### src/rtl/ipc_pkg.sv
package ipc_pkg;

    typedef enum logic [1:0] {
        OP_SET_CPPR = 2'd0,
        OP_SET_IPI  = 2'd1,
        OP_ACCEPT   = 2'd2,
        OP_EOI      = 2'd3
    } ipc_op_e;

    typedef enum logic [1:0] {
        NTF_NONE   = 2'd0,
        NTF_REJECT = 2'd1,
        NTF_EOI    = 2'd2,
        NTF_RESEND = 2'd3
    } ipc_ntf_e;

    typedef enum logic {
        ST_IDLE   = 1'b0,
        ST_RESEND = 1'b1
    } ipc_state_e;

endpackage

### src/rtl/ipc_prio_cmp.sv
module ipc_prio_cmp #(
    parameter int PRIO_W = 8
) (
    input  logic [PRIO_W-1:0] cand,
    input  logic [PRIO_W-1:0] limit,
    input  logic              has_pend,
    input  logic [PRIO_W-1:0] pend,
    output logic              wins
);
    // candidate must beat the running priority and any latched offer
    always_comb begin
        wins = (cand < limit) && (!has_pend || (cand < pend));
    end
endmodule

### src/rtl/ipc_ntf_reg.sv
module ipc_ntf_reg #(
    parameter int SRC_W = 24
) (
    input  logic                clk,
    input  logic                rst_n,
    input  logic                fire,
    input  ipc_pkg::ipc_ntf_e   kind,
    input  logic [SRC_W-1:0]    src,
    output logic                valid_o,
    output logic [1:0]          kind_o,
    output logic [SRC_W-1:0]    src_o
);
    always_ff @(posedge clk) begin
        if (!rst_n) begin
            valid_o <= 1'b0;
            kind_o  <= 2'd0;
            src_o   <= '0;
        end else begin
            valid_o <= fire;
            kind_o  <= fire ? kind : ipc_pkg::NTF_NONE;
            src_o   <= fire ? src : '0;
        end
    end

    AST_NTF_KIND_VALID: assert property (@(posedge clk) disable iff (!rst_n)
        valid_o |-> (kind_o != 2'd0));
endmodule

### src/rtl/ipc_core.sv
module ipc_core #(
    parameter int PRIO_W  = 8,
    parameter int SRC_W   = 24,
    parameter int IPI_SRC = 2
) (
    input  logic                     clk,
    input  logic                     rst_n,
    input  logic                     op_valid,
    input  logic [1:0]               op_code,
    input  logic [PRIO_W+SRC_W-1:0]  op_wdata,
    output logic                     op_ready,
    output logic                     rd_valid,
    output logic [PRIO_W+SRC_W-1:0]  rd_data,
    input  logic                     dlv_valid,
    input  logic [SRC_W-1:0]         dlv_src,
    input  logic [PRIO_W-1:0]        dlv_prio,
    output logic                     dlv_ready,
    output logic                     ntf_valid,
    output logic [1:0]               ntf_kind,
    output logic [SRC_W-1:0]         ntf_src,
    output logic                     irq_out,
    output logic [PRIO_W+SRC_W-1:0]  ack_word,
    output logic [PRIO_W-1:0]        ipi_prio
);
    import ipc_pkg::*;

    localparam int WORD_W = PRIO_W + SRC_W;
    localparam logic [PRIO_W-1:0] PRIO_NONE = '1;
    localparam logic [SRC_W-1:0]  IPI_NUM   = SRC_W'(IPI_SRC);

    ipc_state_e        state_q, state_d;
    logic [PRIO_W-1:0] cppr_q, cppr_d;
    logic [SRC_W-1:0]  xisr_q, xisr_d;
    logic [PRIO_W-1:0] pend_q, pend_d;
    logic [PRIO_W-1:0] mfrr_q, mfrr_d;
    logic              irq_q, irq_d;
    logic              rdv_q, rdv_d;
    logic [WORD_W-1:0] rdd_q, rdd_d;

    logic              ntf_fire;
    ipc_ntf_e          ntf_k;
    logic [SRC_W-1:0]  ntf_s;

    ipc_op_e           op;
    logic              op_fire, dlv_fire, has_pend;
    logic              dlv_wins, ipi_wins;
    logic [PRIO_W-1:0] wr_prio, ipi_cand, ipi_limit;

    assign op        = ipc_op_e'(op_code);
    assign op_ready  = (state_q == ST_IDLE);
    assign dlv_ready = (state_q == ST_IDLE) && !op_valid;
    assign op_fire   = op_valid && op_ready;
    assign dlv_fire  = dlv_valid && dlv_ready;
    assign has_pend  = (xisr_q != '0);
    assign wr_prio   = op_wdata[PRIO_W-1:0];

    // IPI check limit: the current priority the operation leaves behind
    always_comb begin
        ipi_cand  = (op == OP_SET_IPI) ? wr_prio : mfrr_q;
        ipi_limit = cppr_q;
        if (op == OP_SET_CPPR) ipi_limit = wr_prio;
        if (op == OP_EOI)      ipi_limit = op_wdata[WORD_W-1:SRC_W];
    end

    ipc_prio_cmp #(.PRIO_W(PRIO_W)) u_cmp_dlv (
        .cand(dlv_prio), .limit(cppr_q), .has_pend(has_pend),
        .pend(pend_q), .wins(dlv_wins)
    );

    ipc_prio_cmp #(.PRIO_W(PRIO_W)) u_cmp_ipi (
        .cand(ipi_cand), .limit(ipi_limit), .has_pend(has_pend),
        .pend(pend_q), .wins(ipi_wins)
    );

    // next-state and notice selection
    always_comb begin
        state_d  = ST_IDLE;
        cppr_d   = cppr_q;
        xisr_d   = xisr_q;
        pend_d   = pend_q;
        mfrr_d   = mfrr_q;
        irq_d    = irq_q;
        rdv_d    = 1'b0;
        rdd_d    = rdd_q;
        ntf_fire = 1'b0;
        ntf_k    = NTF_NONE;
        ntf_s    = '0;
        unique case (state_q)
            ST_RESEND: begin
                ntf_fire = 1'b1;
                ntf_k    = NTF_RESEND;
            end
            ST_IDLE: begin
                if (op_fire) begin
                    unique case (op)
                        OP_SET_CPPR: begin
                            cppr_d = wr_prio;
                            if (wr_prio < cppr_q) begin
                                if (has_pend && (wr_prio <= pend_q)) begin
                                    xisr_d   = '0;
                                    pend_d   = PRIO_NONE;
                                    irq_d    = 1'b0;
                                    ntf_fire = 1'b1;
                                    ntf_k    = NTF_REJECT;
                                    ntf_s    = xisr_q;
                                end
                            end else if (!has_pend) begin
                                ntf_fire = 1'b1;
                                ntf_k    = NTF_RESEND;
                                if (ipi_wins) begin
                                    xisr_d = IPI_NUM;
                                    pend_d = mfrr_q;
                                    irq_d  = 1'b1;
                                end
                            end
                        end
                        OP_SET_IPI: begin
                            mfrr_d = wr_prio;
                            if (ipi_wins) begin
                                if (has_pend) begin
                                    ntf_fire = 1'b1;
                                    ntf_k    = NTF_REJECT;
                                    ntf_s    = xisr_q;
                                end
                                xisr_d = IPI_NUM;
                                pend_d = wr_prio;
                                irq_d  = 1'b1;
                            end
                        end
                        OP_ACCEPT: begin
                            rdv_d  = 1'b1;
                            rdd_d  = {cppr_q, xisr_q};
                            irq_d  = 1'b0;
                            cppr_d = pend_q;
                            xisr_d = '0;
                            pend_d = PRIO_NONE;
                        end
                        OP_EOI: begin
                            cppr_d   = op_wdata[WORD_W-1:SRC_W];
                            ntf_fire = 1'b1;
                            ntf_k    = NTF_EOI;
                            ntf_s    = op_wdata[SRC_W-1:0];
                            if (!has_pend) begin
                                state_d = ST_RESEND;
                                if (ipi_wins) begin
                                    xisr_d = IPI_NUM;
                                    pend_d = mfrr_q;
                                    irq_d  = 1'b1;
                                end
                            end
                        end
                    endcase
                end else if (dlv_fire) begin
                    ntf_k = NTF_REJECT;
                    if (dlv_wins) begin
                        ntf_fire = has_pend;
                        ntf_s    = xisr_q;
                        xisr_d   = dlv_src;
                        pend_d   = dlv_prio;
                        irq_d    = 1'b1;
                    end else begin
                        ntf_fire = 1'b1;
                        ntf_s    = dlv_src;
                    end
                end
            end
        endcase
    end

    always_ff @(posedge clk) begin
        if (!rst_n) begin
            state_q <= ST_IDLE;
            cppr_q  <= '0;
            xisr_q  <= '0;
            pend_q  <= PRIO_NONE;
            mfrr_q  <= PRIO_NONE;
            irq_q   <= 1'b0;
            rdv_q   <= 1'b0;
            rdd_q   <= '0;
        end else begin
            state_q <= state_d;
            cppr_q  <= cppr_d;
            xisr_q  <= xisr_d;
            pend_q  <= pend_d;
            mfrr_q  <= mfrr_d;
            irq_q   <= irq_d;
            rdv_q   <= rdv_d;
            rdd_q   <= rdd_d;
        end
    end

    ipc_ntf_reg #(.SRC_W(SRC_W)) u_ntf (
        .clk(clk), .rst_n(rst_n), .fire(ntf_fire), .kind(ntf_k), .src(ntf_s),
        .valid_o(ntf_valid), .kind_o(ntf_kind), .src_o(ntf_src)
    );

    assign irq_out  = irq_q;
    assign ack_word = {cppr_q, xisr_q};
    assign ipi_prio = mfrr_q;
    assign rd_valid = rdv_q;
    assign rd_data  = rdd_q;

    AST_IRQ_TRACKS_SRC: assert property (@(posedge clk) disable iff (!rst_n)
        irq_out == (ack_word[SRC_W-1:0] != '0));
    AST_LOSER_NO_CHANGE: assert property (@(posedge clk) disable iff (!rst_n)
        (dlv_fire && ((dlv_prio >= cppr_q) || (has_pend && (pend_q <= dlv_prio))))
        |=> ($stable(ack_word) && ntf_valid && (ntf_kind == 2'd1)));
    AST_ACCEPT_CLEARS: assert property (@(posedge clk) disable iff (!rst_n)
        (op_fire && (op_code == 2'd2))
        |=> (!irq_out && (ack_word[SRC_W-1:0] == '0) && rd_valid));
    AST_EOI_TO_RESEND: assert property (@(posedge clk) disable iff (!rst_n)
        (op_fire && (op_code == 2'd3) && !has_pend) |=> (state_q == ST_RESEND));
    AST_RESEND_PULSE: assert property (@(posedge clk) disable iff (!rst_n)
        (state_q == ST_RESEND) |=> (ntf_valid && (ntf_kind == 2'd3)));
    AST_NO_READY_IN_RESEND: assert property (@(posedge clk) disable iff (!rst_n)
        (state_q == ST_RESEND) |-> (!op_ready && !dlv_ready));
endmodule

### config.mk
export PLATFORM = sky130hd
export DESIGN_NAME = ipc_core
export DESIGN_NICKNAME = d
export VERILOG_FILES = /design/src/rtl/ipc_pkg.sv /design/src/rtl/ipc_prio_cmp.sv /design/src/rtl/ipc_ntf_reg.sv /design/src/rtl/ipc_core.sv
export SDC_FILE = /design/constraint.sdc
export NUM_CORES = 1
export LEC_CHECK = 0
export BUFFER_PORTS_ARGS = -buffer_cell sky130_fd_sc_hd__buf_2
export CAP_MARGIN = 10
export CORE_UTILIZATION = 52
export DETAILED_ROUTE_END_ITERATION = 10
export PLACE_DENSITY = 0.89
export SYNTH_ARGS = -nofsm -noshare
export SYNTH_HDL_FRONTEND = slang
export SYNTH_SLANG_ARGS = --single-unit
### constraint.sdc
create_clock -name clk -period 4.2 [get_ports clk]
set_input_delay 0.21 -clock clk [delete_from_list [all_inputs] [get_ports clk]]
set_output_delay 0.21 -clock clk [all_outputs]
set_load 0.03 [all_outputs]
==> impl_summary.md, run 1 <==
Outcome
The run finished with clean final reports.

Layout
The number of antenna diodes is 0. The proportion of layout cells with a drive suffix above 1 is 0.254. The area growth from synthesis to layout is 21.0%. The final cell utilization of the core is 0.653. The layout filler cell count is 960. The layout net count is 969.

Worst hold path
The class of the tightest hold or removal check is in2reg. The worst hold path was traced through 2 stages.

Floorplanning
The die covers 11,800 µm². For this design the top-level I/O count stands at 173. The placeable core region is 10,900 µm². In this run the core area contains 38 standard-cell rows. The initial utilization of the core area, before any placement, comes to 0.540.

Measured along the y axis, the die boundary spans 109 µm. The die span in x is 109 µm.

Clock network
Buffers inserted to repair hold after CTS numbered 0. The number of clock sinks is 110. The number of gates resized after CTS is 0. The buffer depth of the longest clock path is 2. The number of clock buffers added by TritonCTS is 9. Clock tree synthesis selected as its root buffer the cell sky130_fd_sc_hd__clkbuf_16. The CTS tree is yes.

The post-CTS setup repair buffer count is 0. The clock-pin slew on the worst setup and hold paths is 0.07 ns. The clock tree synthesis step divided the H-tree into 3 levels. The clock reaches the later pin of the worst-skew pair after 0.36 ns.

Power and ir drop
Power spread over the standard cell area amounts to 412 nW/µm². Across the VDD grid, the largest voltage drop is 0.257 mV. In this run the static leakage power is 3.17 nW. Summing internal, switching and leakage power gives 2.94 mW.

Placed design
The pre-CTS worst setup slack is 0.614 ns. The global placement routability congestion is 0.935. In this run the tool buffered the top-level ports with 172 buffer cells. The wire-length estimate of the detail-placed layout is 13.7 mm.

Synthesis
Synthesis produced a netlist whose cell count is 706. The multiplexer share of the synthesized area is 0.0250. The number of synthesized flops with an enable pin is 0. The compound-cell area share of the yosys netlist is 0.284. Of the total synthesized cell area, the portion taken by XOR and XNOR cells is 0.

For this run, the leading register cell type out of synthesis is sky130_fd_sc_hd__dfxtp_1. Counting flops and latches in the post-synthesis netlist gives 110. After synthesis the cells add up to 5900 µm². The async set-reset flop share out of synthesis is 0.

The arithmetic-cell share of the synthesized area counting full adders, half adders and majority gates is 0.0911. The synthesized area per cell is 8.36 µm². Of the total synthesized cell area, the portion taken by AND, OR, NAND and NOR gates is 0.173. Counting every net in the synthesized netlist gives 819.

The total of warnings raised by yosys is 0. The sequential area share after synthesis is 0.373. The largest family of logic cells by synthesized area is compound AO/OA/AOI/OAI gates. After synthesis, the netlist uses 56 different library cells.

STA
Setup repair after global routing left no endpoint under its margin. The time the final worst path needs with I/O delays and setup is 3.42 ns. After routing, the total negative slack on setup checks comes to 0 ns. The post-route worst setup slack is 0.782 ns. In the finished design, the share of the clock period the worst path needs comes to 0.814.

The max-slew violation count is 0. The worst hold margin is 0.0794 ns. The fmax is 0.293 GHz. Setup violations remaining at the end of the flow were counted as 0. The measured slew at the worst slew-check pin is 0.950 ns. The largest clock skew in the final design is 0.0137 ns. The number of failing hold endpoints at the final stage was 0.

In this run the tightest slew margin relative to its limit is 0.367.

Global route
The number of antenna violations at the first check in global routing is 0. The overall routing resource usage is 0.320. The total grt overflow is 0.

The first global-routing pass estimated 29.0 mm of wire. The number of global-route vias before repair was 5,574. Entering global routing, the biggest net connects 39 pins.

Job
Max-cap violations in this run came to 0.

Detailed routing
After detailed routing, the number of remaining DRC violations is 0. The count of nets left with antenna violations once routing finished came out at 0. The number of vias per cell is 6.29. The average routed wire per standard cell is 19.1 µm. The iteration count of the initial detailed-routing pass is 8. The initial DRC count is 907.

For this block, the routed nets add up to 19.1 mm of wire. Across all layers, the routed design uses 6,297 vias.

Worst setup path
The kind of launch point of the worst setup path is a flop. The largest driver fanout on the critical path is 11. STA classifies the critical path endpoint as a flop. The arrival time reported for the critical path endpoint is 3.63 ns. The endpoint required time on the critical path is 4.41 ns. The cell count of the worst reg-to-reg path is 9. By startpoint and endpoint, the worst setup path is classified as reg2reg.
-- registers in the layout, indices dropped and copies added, names as in the netlist, 2 cells and up --
register and cells:
rd_data 32, u_ntf.src_o 24, xisr_q 24, cppr_q 8, ipi_prio 8, pend_q 8
u_ntf.kind_o 2
-- report_power, final --
| group | internal [mW] | switching [mW] |
|---|---|---|
| Sequential | 1.10 | 0.0686 |
| Clock | 0.474 | 0.414 |
| Combinational | 0.308 | 0.579 |
| Total | 1.88 | 1.06 |
-- per-stage QoR --
| stage | area (µm²) | cells |
|---|---|---|
| finish | 7150 | 1001 |
| global route | 7150 | 1001 |
| CTS | 7150 | 1001 |
| detailed placement | 6840 | 985 |
| global placement | 6840 | 985 |
| floorplan | 5900 | 706 |
-- synth_stat cells, types with 2 or more instances --
master / count / area [µm²]
sky130_fd_sc_hd__dfxtp_1: 110 / 2200
sky130_fd_sc_hd__nand2_1: 102 / 383
sky130_fd_sc_hd__a21oi_1: 80 / 400
sky130_fd_sc_hd__nor2_1: 55 / 206
sky130_fd_sc_hd__ha_1: 43 / 538
sky130_fd_sc_hd__clkbuf_1: 33 / 124
sky130_fd_sc_hd__nand3_1: 31 / 155
sky130_fd_sc_hd__inv_1: 27 / 101
sky130_fd_sc_hd__a222oi_1: 24 / 240
sky130_fd_sc_hd__a22o_1: 21 / 184
sky130_fd_sc_hd__o221ai_1: 15 / 131
sky130_fd_sc_hd__a211oi_1: 14 / 105
sky130_fd_sc_hd__o21ai_1: 12 / 60.1
sky130_fd_sc_hd__o21ai_0: 11 / 55.1
sky130_fd_sc_hd__buf_2: 10 / 50.1
sky130_fd_sc_hd__o211ai_1: 10 / 75.1
sky130_fd_sc_hd__or3_1: 9 / 56.3
sky130_fd_sc_hd__mux2i_1: 8 / 80.1
sky130_fd_sc_hd__o22ai_1: 7 / 43.8
sky130_fd_sc_hd__a21o_1: 6 / 45.0
sky130_fd_sc_hd__mux2_2: 6 / 67.6
sky130_fd_sc_hd__nor4_1: 6 / 37.5
sky130_fd_sc_hd__and2_1: 5 / 31.3
sky130_fd_sc_hd__nand2b_1: 5 / 31.3
sky130_fd_sc_hd__a32oi_1: 4 / 35.0
sky130_fd_sc_hd__a211o_1: 3 / 26.3
sky130_fd_sc_hd__and3_1: 3 / 18.8
sky130_fd_sc_hd__buf_6: 3 / 33.8
sky130_fd_sc_hd__nand4_1: 3 / 18.8
sky130_fd_sc_hd__nor2b_1: 3 / 18.8
sky130_fd_sc_hd__nor3b_1: 3 / 22.5
sky130_fd_sc_hd__o21a_1: 3 / 22.5
sky130_fd_sc_hd__a311oi_1: 2 / 17.5
sky130_fd_sc_hd__a31oi_1: 2 / 12.5
sky130_fd_sc_hd__nor3_1: 2 / 10.0
sky130_fd_sc_hd__o2111ai_1: 2 / 17.5
sky130_fd_sc_hd__o21ai_2: 2 / 17.5
sky130_fd_sc_hd__o311ai_2: 2 / 32.5
sky130_fd_sc_hd__o31ai_1: 2 / 15.0
-- layout by cell type (no fill, tap or decap), types with 3 or more instances in the layout --
cell / Yosys / layout
sky130_fd_sc_hd__a211o_1: 3 / 3
sky130_fd_sc_hd__a211oi_1: 14 / 14
sky130_fd_sc_hd__a21o_1: 6 / 6
sky130_fd_sc_hd__a21oi_1: 80 / 80
sky130_fd_sc_hd__a222oi_1: 24 / 24
sky130_fd_sc_hd__a22o_1: 21 / 21
sky130_fd_sc_hd__a32oi_1: 4 / 4
sky130_fd_sc_hd__and2_1: 5 / 5
sky130_fd_sc_hd__and3_1: 3 / 3
sky130_fd_sc_hd__buf_2: 10 / 172
sky130_fd_sc_hd__buf_4: 1 / 14
sky130_fd_sc_hd__clkbuf_16: 0 / 9
sky130_fd_sc_hd__dfxtp_1: 110 / 110
sky130_fd_sc_hd__ha_1: 43 / 43
sky130_fd_sc_hd__inv_1: 27 / 27
sky130_fd_sc_hd__inv_6: 0 / 3
sky130_fd_sc_hd__mux2_2: 6 / 6
sky130_fd_sc_hd__mux2i_1: 8 / 8
sky130_fd_sc_hd__nand2_1: 102 / 102
sky130_fd_sc_hd__nand2b_1: 5 / 5
sky130_fd_sc_hd__nand3_1: 31 / 31
sky130_fd_sc_hd__nand4_1: 3 / 3
sky130_fd_sc_hd__nor2_1: 55 / 54
sky130_fd_sc_hd__nor2b_1: 3 / 3
sky130_fd_sc_hd__nor3b_1: 3 / 3
sky130_fd_sc_hd__nor4_1: 6 / 6
sky130_fd_sc_hd__o211ai_1: 10 / 10
sky130_fd_sc_hd__o21a_1: 3 / 3
sky130_fd_sc_hd__o21ai_0: 11 / 11
sky130_fd_sc_hd__o21ai_1: 12 / 12
sky130_fd_sc_hd__o221ai_1: 15 / 15
sky130_fd_sc_hd__o22ai_1: 7 / 7
sky130_fd_sc_hd__or3_1: 9 / 9
-- kinds of logic (layout without fill, tap and decap cells) --
group           count (synthesis)  count (layout)
buf+inv                        74             229
mux                            14              14
simple gates                  231             231
compound gates                234             234
fa+ha+maj                      43              43
flops                         110             110
-- per-layer routing --
layer	track usage	up-vias	wire, µm	share of wire
met5	0	-	0	0
met4	0.139	0	549	0.029
met3	0.0585	47	1960	0.10
met2	0.490	419	8580	0.45
met1	0.439	2893	7990	0.42
li1	-	2938	-	-
-- worst paths after layout --
| kind | startpoint | to | slack, ns |
|---|---|---|---|
| min reg2reg | rd_data[25] | rd_data[25] | 0.45 |
| min | dlv_src[3] | xisr_q[3] | 0.08 |
| max | cppr_q[4] | pend_q[5] | 0.78 |
| max reg2reg | cppr_q[4] | pend_q[5] | 0.78 |
-- critical path: stages, from the launching register on --
cell and delay, ns:
sky130_fd_sc_hd__dfxtp_1 0.44, sky130_fd_sc_hd__inv_1 0.10, sky130_fd_sc_hd__ha_1 0.30, sky130_fd_sc_hd__a21o_1 0.18, sky130_fd_sc_hd__a2111oi_0 0.43, sky130_fd_sc_hd__o21ai_1 0.27
sky130_fd_sc_hd__a221oi_4 0.53, sky130_fd_sc_hd__a211o_1 0.47, sky130_fd_sc_hd__and2_1 0.40, sky130_fd_sc_hd__o221ai_1 0.16
-- area by class of cell --
| cell class | count | area [µm²] | area share |
|---|---|---|---|
| timing repair buffer | 186 | 966 | 0.135 |
| tap | 140 | 175 | 0.0245 |
| sequential | 110 | 2200 | 0.308 |
| clock inverter | 6 | 75.1 | 0.0105 |
| multi-input combinational | 522 | 3400 | 0.475 |
| clock buffer | 10 | 229 | 0.0320 |
| inverter | 27 | 101 | 0.0142 |
Note: power is estimated with default switching activity, not from simulation.
==> run 2: changes to the inputs <==
ABC_AREA = 1   (was default)
CORE_UTILIZATION = 48   (was 52)
PLACE_DENSITY = 0.86   (was 0.89)
clock period = 2.9 ns   (was 4.2 ns; I/O delays follow)
==> run 2 against run 1 <==
Compared with the run above: cell area is 12% higher; largest cell class unchanged; sequential power up 44%; clock skew shrank 0.0066 ns; sequential cell count unchanged.
==> impl_summary.md, run 2 <==
Floorplanning
The number of standard-cell rows in the floorplan was 42 (was 38). The die span in x is 119 µm (was 109 µm). The die outline height is 119 µm (was 109 µm). The area of the die came to 14,200 µm² (was 11,800 µm²). The placeable core region came to 13,300 µm² (was 10,900 µm²). The number of top-level design ports is 173 (unchanged).

The starting utilization of the core area came to 0.494 (was 0.540).

Synthesis
The leading register cell type out of synthesis is sky130_fd_sc_hd__dfxtp_1 (unchanged). The synthesized netlist net count was 1,073 (was 819). Most instantiated cells after synthesis: sky130_fd_sc_hd__nand2_1, sky130_fd_sc_hd__nor2_1, sky130_fd_sc_hd__dfxtp_1, sky130_fd_sc_hd__a21oi_1 (was sky130_fd_sc_hd__dfxtp_1, sky130_fd_sc_hd__nand2_1, sky130_fd_sc_hd__a21oi_1, sky130_fd_sc_hd__nor2_1, sky130_fd_sc_hd__ha_1). The post-synthesis cell area is 6570 µm² (was 5900 µm²). The sequential area share after synthesis is 0.335 (was 0.373). The multiplexer share of the synthesized area is 0.00152 (was 0.0250). The largest family of logic cells by synthesized area is simple AND/OR/NAND/NOR gates (was compound AO/OA/AOI/OAI gates).

The synthesized area per cell is 6.85 µm² (was 8.36 µm²). The number of storage elements in the synthesis netlist is 110 (unchanged). The proportion of netlist area held by the largest area contributor came to 0.335 (was 0.373).

The post-synthesis share of cell area spent on and, or, nand and nor gates is 0.305 (was 0.173). The async set-reset flop share out of synthesis is 0 (unchanged). The cell accounting for the most synthesized area is sky130_fd_sc_hd__dfxtp_1 (unchanged).

The number of instances in the synthesized netlist was 960 (was 706). Synth area leaders: sky130_fd_sc_hd__dfxtp_1, sky130_fd_sc_hd__nand2_1, sky130_fd_sc_hd__ha_1, sky130_fd_sc_hd__a21oi_1, sky130_fd_sc_hd__nor2_1 (was sky130_fd_sc_hd__dfxtp_1, sky130_fd_sc_hd__ha_1, sky130_fd_sc_hd__a21oi_1, sky130_fd_sc_hd__nand2_1, sky130_fd_sc_hd__a222oi_1). The number of synthesized flops with an enable pin came to 0 (unchanged). The total of warnings raised by yosys is 0 (unchanged). The post-synthesis cell type count is 41 (was 56). The compound-cell area share of the yosys netlist was 0.184 (was 0.284). The post-synthesis xor/xnor area fraction is 0 (unchanged). The arithmetic-cell share of the synthesized area counting full adders, half adders and majority gates came to 0.0819 (was 0.0911).

The most frequent cell after synthesis is sky130_fd_sc_hd__nand2_1 (was sky130_fd_sc_hd__dfxtp_1).

STA
The largest clock skew in the final design was 0.00701 ns (was 0.0137 ns). The normalized max-slew margin was 0.454 (was 0.367). The accumulated negative setup slack is 0 ns (unchanged). The max-slew violation count is 0 (unchanged).

The post-route fraction of the period consumed by the critical path was 0.918 (was 0.814). The measured slew at the worst slew-check pin was 0.813 ns (was 0.950 ns). The number of failing hold endpoints at the final stage is 0 (unchanged).

The fmax is 0.376 GHz (was 0.293 GHz). The worst hold margin is 0.0402 ns (was 0.0794 ns). The time the final worst path needs with I/O delays and setup is 2.66 ns (was 3.42 ns). The count of final setup violators was 0 (unchanged).

Layout
The layout net count was 1,242 (was 969). The number of antenna diodes is 0 (unchanged). The leading cell type in the layout, fill and taps excluded is sky130_fd_sc_hd__nand2_1 (was sky130_fd_sc_hd__buf_2).

Commonest cells after routing, fill and taps aside: sky130_fd_sc_hd__nand2_1, sky130_fd_sc_hd__buf_2, sky130_fd_sc_hd__nor2_1 (was sky130_fd_sc_hd__buf_2, sky130_fd_sc_hd__dfxtp_1, sky130_fd_sc_hd__nand2_1). The number of flip-flops under the largest register name is 32 (unchanged). The layout filler cell count was 1,278 (was 960). The area growth from synthesis to layout was 21.9% (was 21.0%). The proportion of layout cells with a drive suffix above 1 was 0.243 (was 0.254).

Detailed routing
The number of nets still failing antenna checks after routing is 0 (unchanged). The iteration count of the initial detailed-routing pass is 6 (was 8). The detailed-route wire length was 22.0 mm (was 19.1 mm). The initial DRC count came to 684 (was 907). The number of vias per cell was 5.58 (was 6.29).

The detailed-route via count is 7,309 (was 6,297). The average routed wire per standard cell is 16.8 µm (was 19.1 µm). The number of design rule violations left after detail routing is 0 (unchanged).

Worst hold path
The class of the tightest hold or removal check is in2reg (unchanged).

Worst setup path
The arrival time reported for the critical path endpoint is 2.91 ns (was 3.63 ns). The endpoint class of the critical path was a flop (unchanged). The endpoint required time on the critical path is 3.15 ns (was 4.41 ns). Cell breakdown of the critical path: inv_1, ha_1, o21ai_0, nand2_1, nand3_1, nand2_1, a21oi_2, nand2_1, nand2_1, nand3b_2, inv_2, nand2_1, buf_4, a21oi_1, nand2_1 (was inv_1, ha_1, a21o_1, a2111oi_0, o21ai_1, a221oi_4, a211o_1, and2_1, o221ai_1). The largest driver fanout on the critical path is 12 (was 11). Among the stages of the critical path, the cell type that occurs most often is sky130_fd_sc_hd__nand2_1. The kind of launch point of the worst setup path was a flop (unchanged).

The maximum single-stage delay on the critical path is 0.31 ns (was 0.53 ns). The critical setup path kind is reg2reg (unchanged). The worst-path cell with the longest stage delay is sky130_fd_sc_hd__dfxtp_1 (was sky130_fd_sc_hd__a221oi_4).

Clock network
The CTS tree is yes (unchanged). The H-tree level count is 3 (unchanged). The clock-pin slew on the worst setup and hold paths is 0.08 ns (was 0.07 ns).

The buffer depth of the longest clock path is 2 (unchanged). The library cell used as clock root buffer is sky130_fd_sc_hd__clkbuf_16 (unchanged). The number of clock sinks is 110 (unchanged). The post-CTS setup repair buffer count is 0 (unchanged). The number of clock buffers inserted by TritonCTS is 9 (unchanged). The number of hold-repair buffers added at the cts stage is 0 (unchanged). The clock latency on the worst-skew pair was 0.36 ns (about the same).

Power and ir drop
The leakage power is 4.05 nW (was 3.17 nW). The overall power consumption was 4.41 mW (was 2.94 mW). The power per unit of standard cell area was 550 nW/µm² (was 412 nW/µm²). The worst ir drop on vdd was 0.315 mV (was 0.257 mV).

Outcome
Status: complete, no violations (unchanged).

Global route
The overall routing resource usage is 0.315 (was 0.320). The number of antenna violations at the first check in global routing came to 0 (unchanged). The maximum number of pins on one net before global-route repair came to 50 (was 39). The total grt overflow is 0 (unchanged). The wire length of the first global-routing pass came to 35.2 mm (was 29.0 mm). The number of global-route vias before repair came to 6,886 (was 5,574).

Placed design
The global placement routability congestion is 0.997 (was 0.935). The total of buffers placed on input and output ports is 172 (unchanged). The HPWL reported at the end of detailed placement is 16.1 mm (was 13.7 mm).

Job
The number of maximum-capacitance constraint violations is 0 (unchanged).
run 2: cell count changes in the layout (fill, tap and decap cells not counted), sizes merged, moves of 13 or more:
| cell | delta |
|---|---|
| a21oi | +22 |
| a222oi | -24 |
| a22o | -21 |
| buf | +22 |
| inv | +65 |
| nand2 | +92 |
| nand3 | +13 |
| nand4 | +26 |
| nor2 | +99 |
| o21ai | +68 |
run 2: final cells by class:
| class | count | area [µm²] | area share |
|---|---|---|---|
| inverter | 97 | 367 | 0.0458 |
| tap | 176 | 220 | 0.0275 |
| timing repair buffer | 208 | 1160 | 0.145 |
| multi-input combinational | 703 | 3770 | 0.471 |
| clock buffer | 10 | 229 | 0.0286 |
| clock inverter | 6 | 58.8 | 0.00734 |
| sequential | 110 | 2200 | 0.275 |
run 2: power breakdown:
part           internal [mW]  switching [mW]
clock                  0.600           0.610
sequential              1.60          0.0762
combinational          0.475            1.04
run 2: layer usage:
layer / vias to the layer above / part of all wire / GRT usage
met5: - / 0 / 0
met4: 0 / 0.044 / 0.168
met3: 79 / 0.10 / 0.0666
met2: 424 / 0.44 / 0.481
met1: 3301 / 0.41 / 0.416
li1: 3505 / - / -
run 2: timing repair:
action                                  4_1_cts  5_1_grt
endpoints found under the setup margin        0       30
hold endpoints to repair                      0        0
resized for setup                             0        7
run 2: critical path: cells and delay by family (launching register included):
family | cells | cell delay (ns)
flip-flops | 1 | 0.31
buffers and inverters | 3 | 0.60
AO/OA/AOI/OAI | 3 | 0.48
adder cells (fa/ha/maj) | 1 | 0.26
AND/OR/NAND/NOR | 8 | 0.89
run 2: cells by family (layout without fill, tap and decap cells):
kind of cell,count (synthesis),in the layout
buffers and inverters,147,321
DFF,110,110
adders and majority gates,43,43
and+or+nand+nor,435,435
AOI/OAI and AO/OA,224,224
muxes,1,1
run 2: path summary, 6_finish.rpt:
path         startpoint         to  slack [ns]  cells after the start
max           cppr_q[1]  pend_q[3]        0.24                     15
min          dlv_src[4]  xisr_q[4]        0.04                      3
max reg2reg   cppr_q[1]  pend_q[3]        0.24                     15
min reg2reg   pend_q[1]  pend_q[1]        0.47                      2
run 2: through the flow:
step	instances	setup slack [ns]	cell area (µm²)	utilization
floorplan	960	0.0440	6570	-
global placement	1294	0.000356	7710	0.580
detailed placement	1294	-0.0500	7710	0.580
CTS	1310	0.221	8000	0.601
global route	1310	-0.00147	8010	0.603
finish	1310	0.237	8010	0.603
==> run 3: changes to the inputs <==
CORE_MARGIN = 3   (was default)
CORE_UTILIZATION = 58   (was 48)
PLACE_DENSITY = 0.95   (was 0.86)
clock period = 3.2 ns   (was 2.9 ns; I/O delays follow)
==> run 3 against run 2 <==
Compared with the run above: clock-buffer cell count is 1 lower; largest power group unchanged; critical endpoint is now u_ntf.src_o[0]; non-clock buffer count rose by 3; utilization up 13 points; largest cell class unchanged; first-iteration DRC count up 34%.
==> impl_summary.md, run 3 (same netlist as run 2, synthesis figures left out) <==
Outcome
Status: complete, no violations (unchanged).

Floorplanning
The die span in x was 112 µm (was 119 µm). The area of the die is 12,600 µm² (was 14,200 µm²). The starting utilization of the core area was 0.601 (was 0.494). The number of standard-cell rows in the floorplan is 38 (was 42).

The die outline height is 112 µm (was 119 µm). The number of top-level design ports was 173 (unchanged). The placeable core region was 10,900 µm² (was 13,300 µm²).

Power and ir drop
The power per unit of standard cell area is 509 nW/µm² (was 550 nW/µm²). The worst ir drop on vdd was 0.339 mV (was 0.315 mV). The leakage power is 4.07 nW (was 4.05 nW).

Layout
The number of flip-flops under the largest register name is 32 (unchanged). The area growth from synthesis to layout came to 21.8% (was 21.9%). Commonest cells after routing, fill and taps aside: sky130_fd_sc_hd__nand2_1, sky130_fd_sc_hd__buf_2, sky130_fd_sc_hd__nor2_1 (unchanged). The layout net count was 1,245 (was 1,242). The final cell utilization of the core is 0.732 (was 0.603). The finished layout cell area is 8010 µm² (about the same).

The proportion of layout cells with a drive suffix above 1 is 0.245 (was 0.243). The layout filler cell count is 864 (was 1,278). The leading cell type in the layout, fill and taps excluded was sky130_fd_sc_hd__nand2_1 (unchanged).

Clock network
The number of clock buffers inserted by TritonCTS is 9 (unchanged). The number of hold-repair buffers added at the cts stage is 0 (unchanged). The number of gates resized after CTS is 0 (unchanged). The buffer depth of the longest clock path is 2 (unchanged).

The post-CTS setup repair buffer count is 0 (unchanged). The number of clock sinks is 110 (unchanged). The H-tree level count was 3 (unchanged).

The clock-pin slew on the worst setup and hold paths is 0.08 ns (about the same). The CTS tree is yes (unchanged). The library cell used as clock root buffer is sky130_fd_sc_hd__clkbuf_16 (unchanged).

The clock latency on the worst-skew pair was 0.36 ns (about the same).

Placed design
The global placement routability congestion is 0.999 (was 0.997). The total of buffers placed on input and output ports was 172 (unchanged). The HPWL reported at the end of detailed placement is 15.9 mm (was 16.1 mm). The placed cell area is 7700 µm² (was 7710 µm²).

Global route
The number of global-route vias before repair is 6,929 (was 6,886). The maximum number of pins on one net before global-route repair is 50 (unchanged). The number of antenna violations at the first check in global routing came to 1 (was 0). The total grt overflow is 0 (unchanged). The overall routing resource usage was 0.349 (was 0.315). The wire length of the first global-routing pass is 35.9 mm (was 35.2 mm).

Detailed routing
The average routed wire per standard cell is 17.6 µm (was 16.8 µm). The number of design rule violations left after detail routing was 0 (unchanged). The number of nets still failing antenna checks after routing came to 0 (unchanged).

The met3 wirelength from detailed routing is 2.84 mm (was 2.30 mm). The number of vias per cell came to 5.87 (was 5.58). The detailed-route wire length is 22.5 mm (was 22.0 mm).

The met2 wire length came to 9.77 mm (was 9.64 mm). The initial DRC count is 914 (was 684). The sum of routed wire segments on met1 came to 8.86 mm (was 9.08 mm). The iteration count of the initial detailed-routing pass was 8 (was 6). The top metal layer carrying routed signals is met4 (unchanged).

The detailed-route via count was 7,504 (was 7,309).

Worst setup path
The endpoint required time on the critical path came to 3.50 ns (was 3.15 ns). The endpoint class of the critical path is a flop (unchanged). The worst reg2reg path startpoint was cppr_q[1] (unchanged). The kind of launch point of the worst setup path is a flop (unchanged).

The arrival time reported for the critical path endpoint came to 3.27 ns (was 2.91 ns). The internal reg-to-reg setup slack was 0.23 ns (was 0.24 ns). The cell count of the worst reg-to-reg path came to 16 (was 15). The critical setup path kind is reg2reg (unchanged). The endpoint of the worst-slack reg-to-reg timing path is u_ntf.src_o[0] (was pend_q[3]). The largest driver fanout on the critical path was 28 (was 12).

STA
The measured slew at the worst slew-check pin came to 1.06 ns (was 0.813 ns). The fmax is 0.337 GHz (was 0.376 GHz). The post-route fraction of the period consumed by the critical path was 0.929 (was 0.918). The number of failing hold endpoints at the final stage came to 0 (unchanged).

Setup repair after global routing left no endpoint under its margin. The worst hold margin is 0.0602 ns (was 0.0402 ns). The time the final worst path needs with I/O delays and setup was 2.97 ns (was 2.66 ns). The count of final setup violators is 0 (unchanged). The largest clock skew in the final design was 0.00924 ns (was 0.00701 ns). The max-slew violation count was 0 (unchanged). The accumulated negative setup slack is 0 ns (unchanged).

The normalized max-slew margin is 0.294 (was 0.454).

Job
The number of maximum-capacitance constraint violations was 0 (unchanged).

Worst hold path
The endpoint of the worst hold-timing path is xisr_q[13] (was xisr_q[4]). The startpoint of the lowest-slack hold path was dlv_src[13] (was dlv_src[4]). The worst hold path depth is 3 (unchanged). The class of the tightest hold or removal check is in2reg (unchanged).
run 3: cell type report:
cell class	count	area [µm²]	share of cell area
clock buffers	9	225	0.0281
inverters	97	364	0.0455
multi-input cells	703	3770	0.471
clock inverters	7	75.1	0.00938
well taps	140	175	0.0219
repair buffers	211	1190	0.149
flip-flops and latches	110	2200	0.275
diodes	1	2.50	0.000313
run 3: stage by stage:
stage | total power, mW | setup slack, ns | instances
2_1_floorplan | 2.45 | 0.329 | 960
3_3_place_gp | 2.86 | 0.310 | 1261
3_5_place_dp | 2.89 | 0.244 | 1261
4_1_cts | 4.02 | 0.395 | 1277
5_1_grt | 4.26 | 0.0738 | 1278
6_report | 4.07 | 0.228 | 1278
run 3: worst max-delay path: stages, from the launching register on:
cell	delay (ns)
sky130_fd_sc_hd__dfxtp_1	0.39
sky130_fd_sc_hd__inv_1	0.16
sky130_fd_sc_hd__ha_1	0.31
sky130_fd_sc_hd__o21ai_0	0.08
sky130_fd_sc_hd__nand2_1	0.09
sky130_fd_sc_hd__nand3_1	0.07
sky130_fd_sc_hd__nand2_1	0.08
sky130_fd_sc_hd__a21oi_1	0.35
sky130_fd_sc_hd__nand2_1	0.17
sky130_fd_sc_hd__buf_4	0.26
sky130_fd_sc_hd__inv_2	0.38
sky130_fd_sc_hd__nand2_1	0.09
sky130_fd_sc_hd__nand2_1	0.15
sky130_fd_sc_hd__a22oi_1	0.09
sky130_fd_sc_hd__nand2_1	0.12
sky130_fd_sc_hd__inv_1	0.04
sky130_fd_sc_hd__nor2_1	0.08
run 3: worst max-delay path by stage:
stage          startpoint         endpoint  cells after the start
2_1_floorplan  op_code[0]  u_ntf.src_o[23]                     19
3_3_place_gp   op_code[0]   u_ntf.src_o[5]                     21
3_5_place_dp   op_code[1]   u_ntf.src_o[4]                     20
4_1_cts         cppr_q[1]   u_ntf.src_o[4]                     16
5_1_grt         cppr_q[1]   u_ntf.src_o[0]                     16
6_report        cppr_q[1]   u_ntf.src_o[0]                     16
run 3: per-layer routing:
metal,global-route usage,up-vias
li1,-,3510
met2,0.530,537
met5,0,-
met1,0.477,3347
met3,0.0798,110
met4,0.150,0
run 3: report_power, final:
part	internal, mW	switching [mW]	total [mW]	leakage (nW)
sequential	1.45	0.0744	1.53	0.898
combinational	0.441	0.953	1.39	3.03
clock	0.556	0.594	1.15	0.148
total	2.45	1.62	4.07	4.07
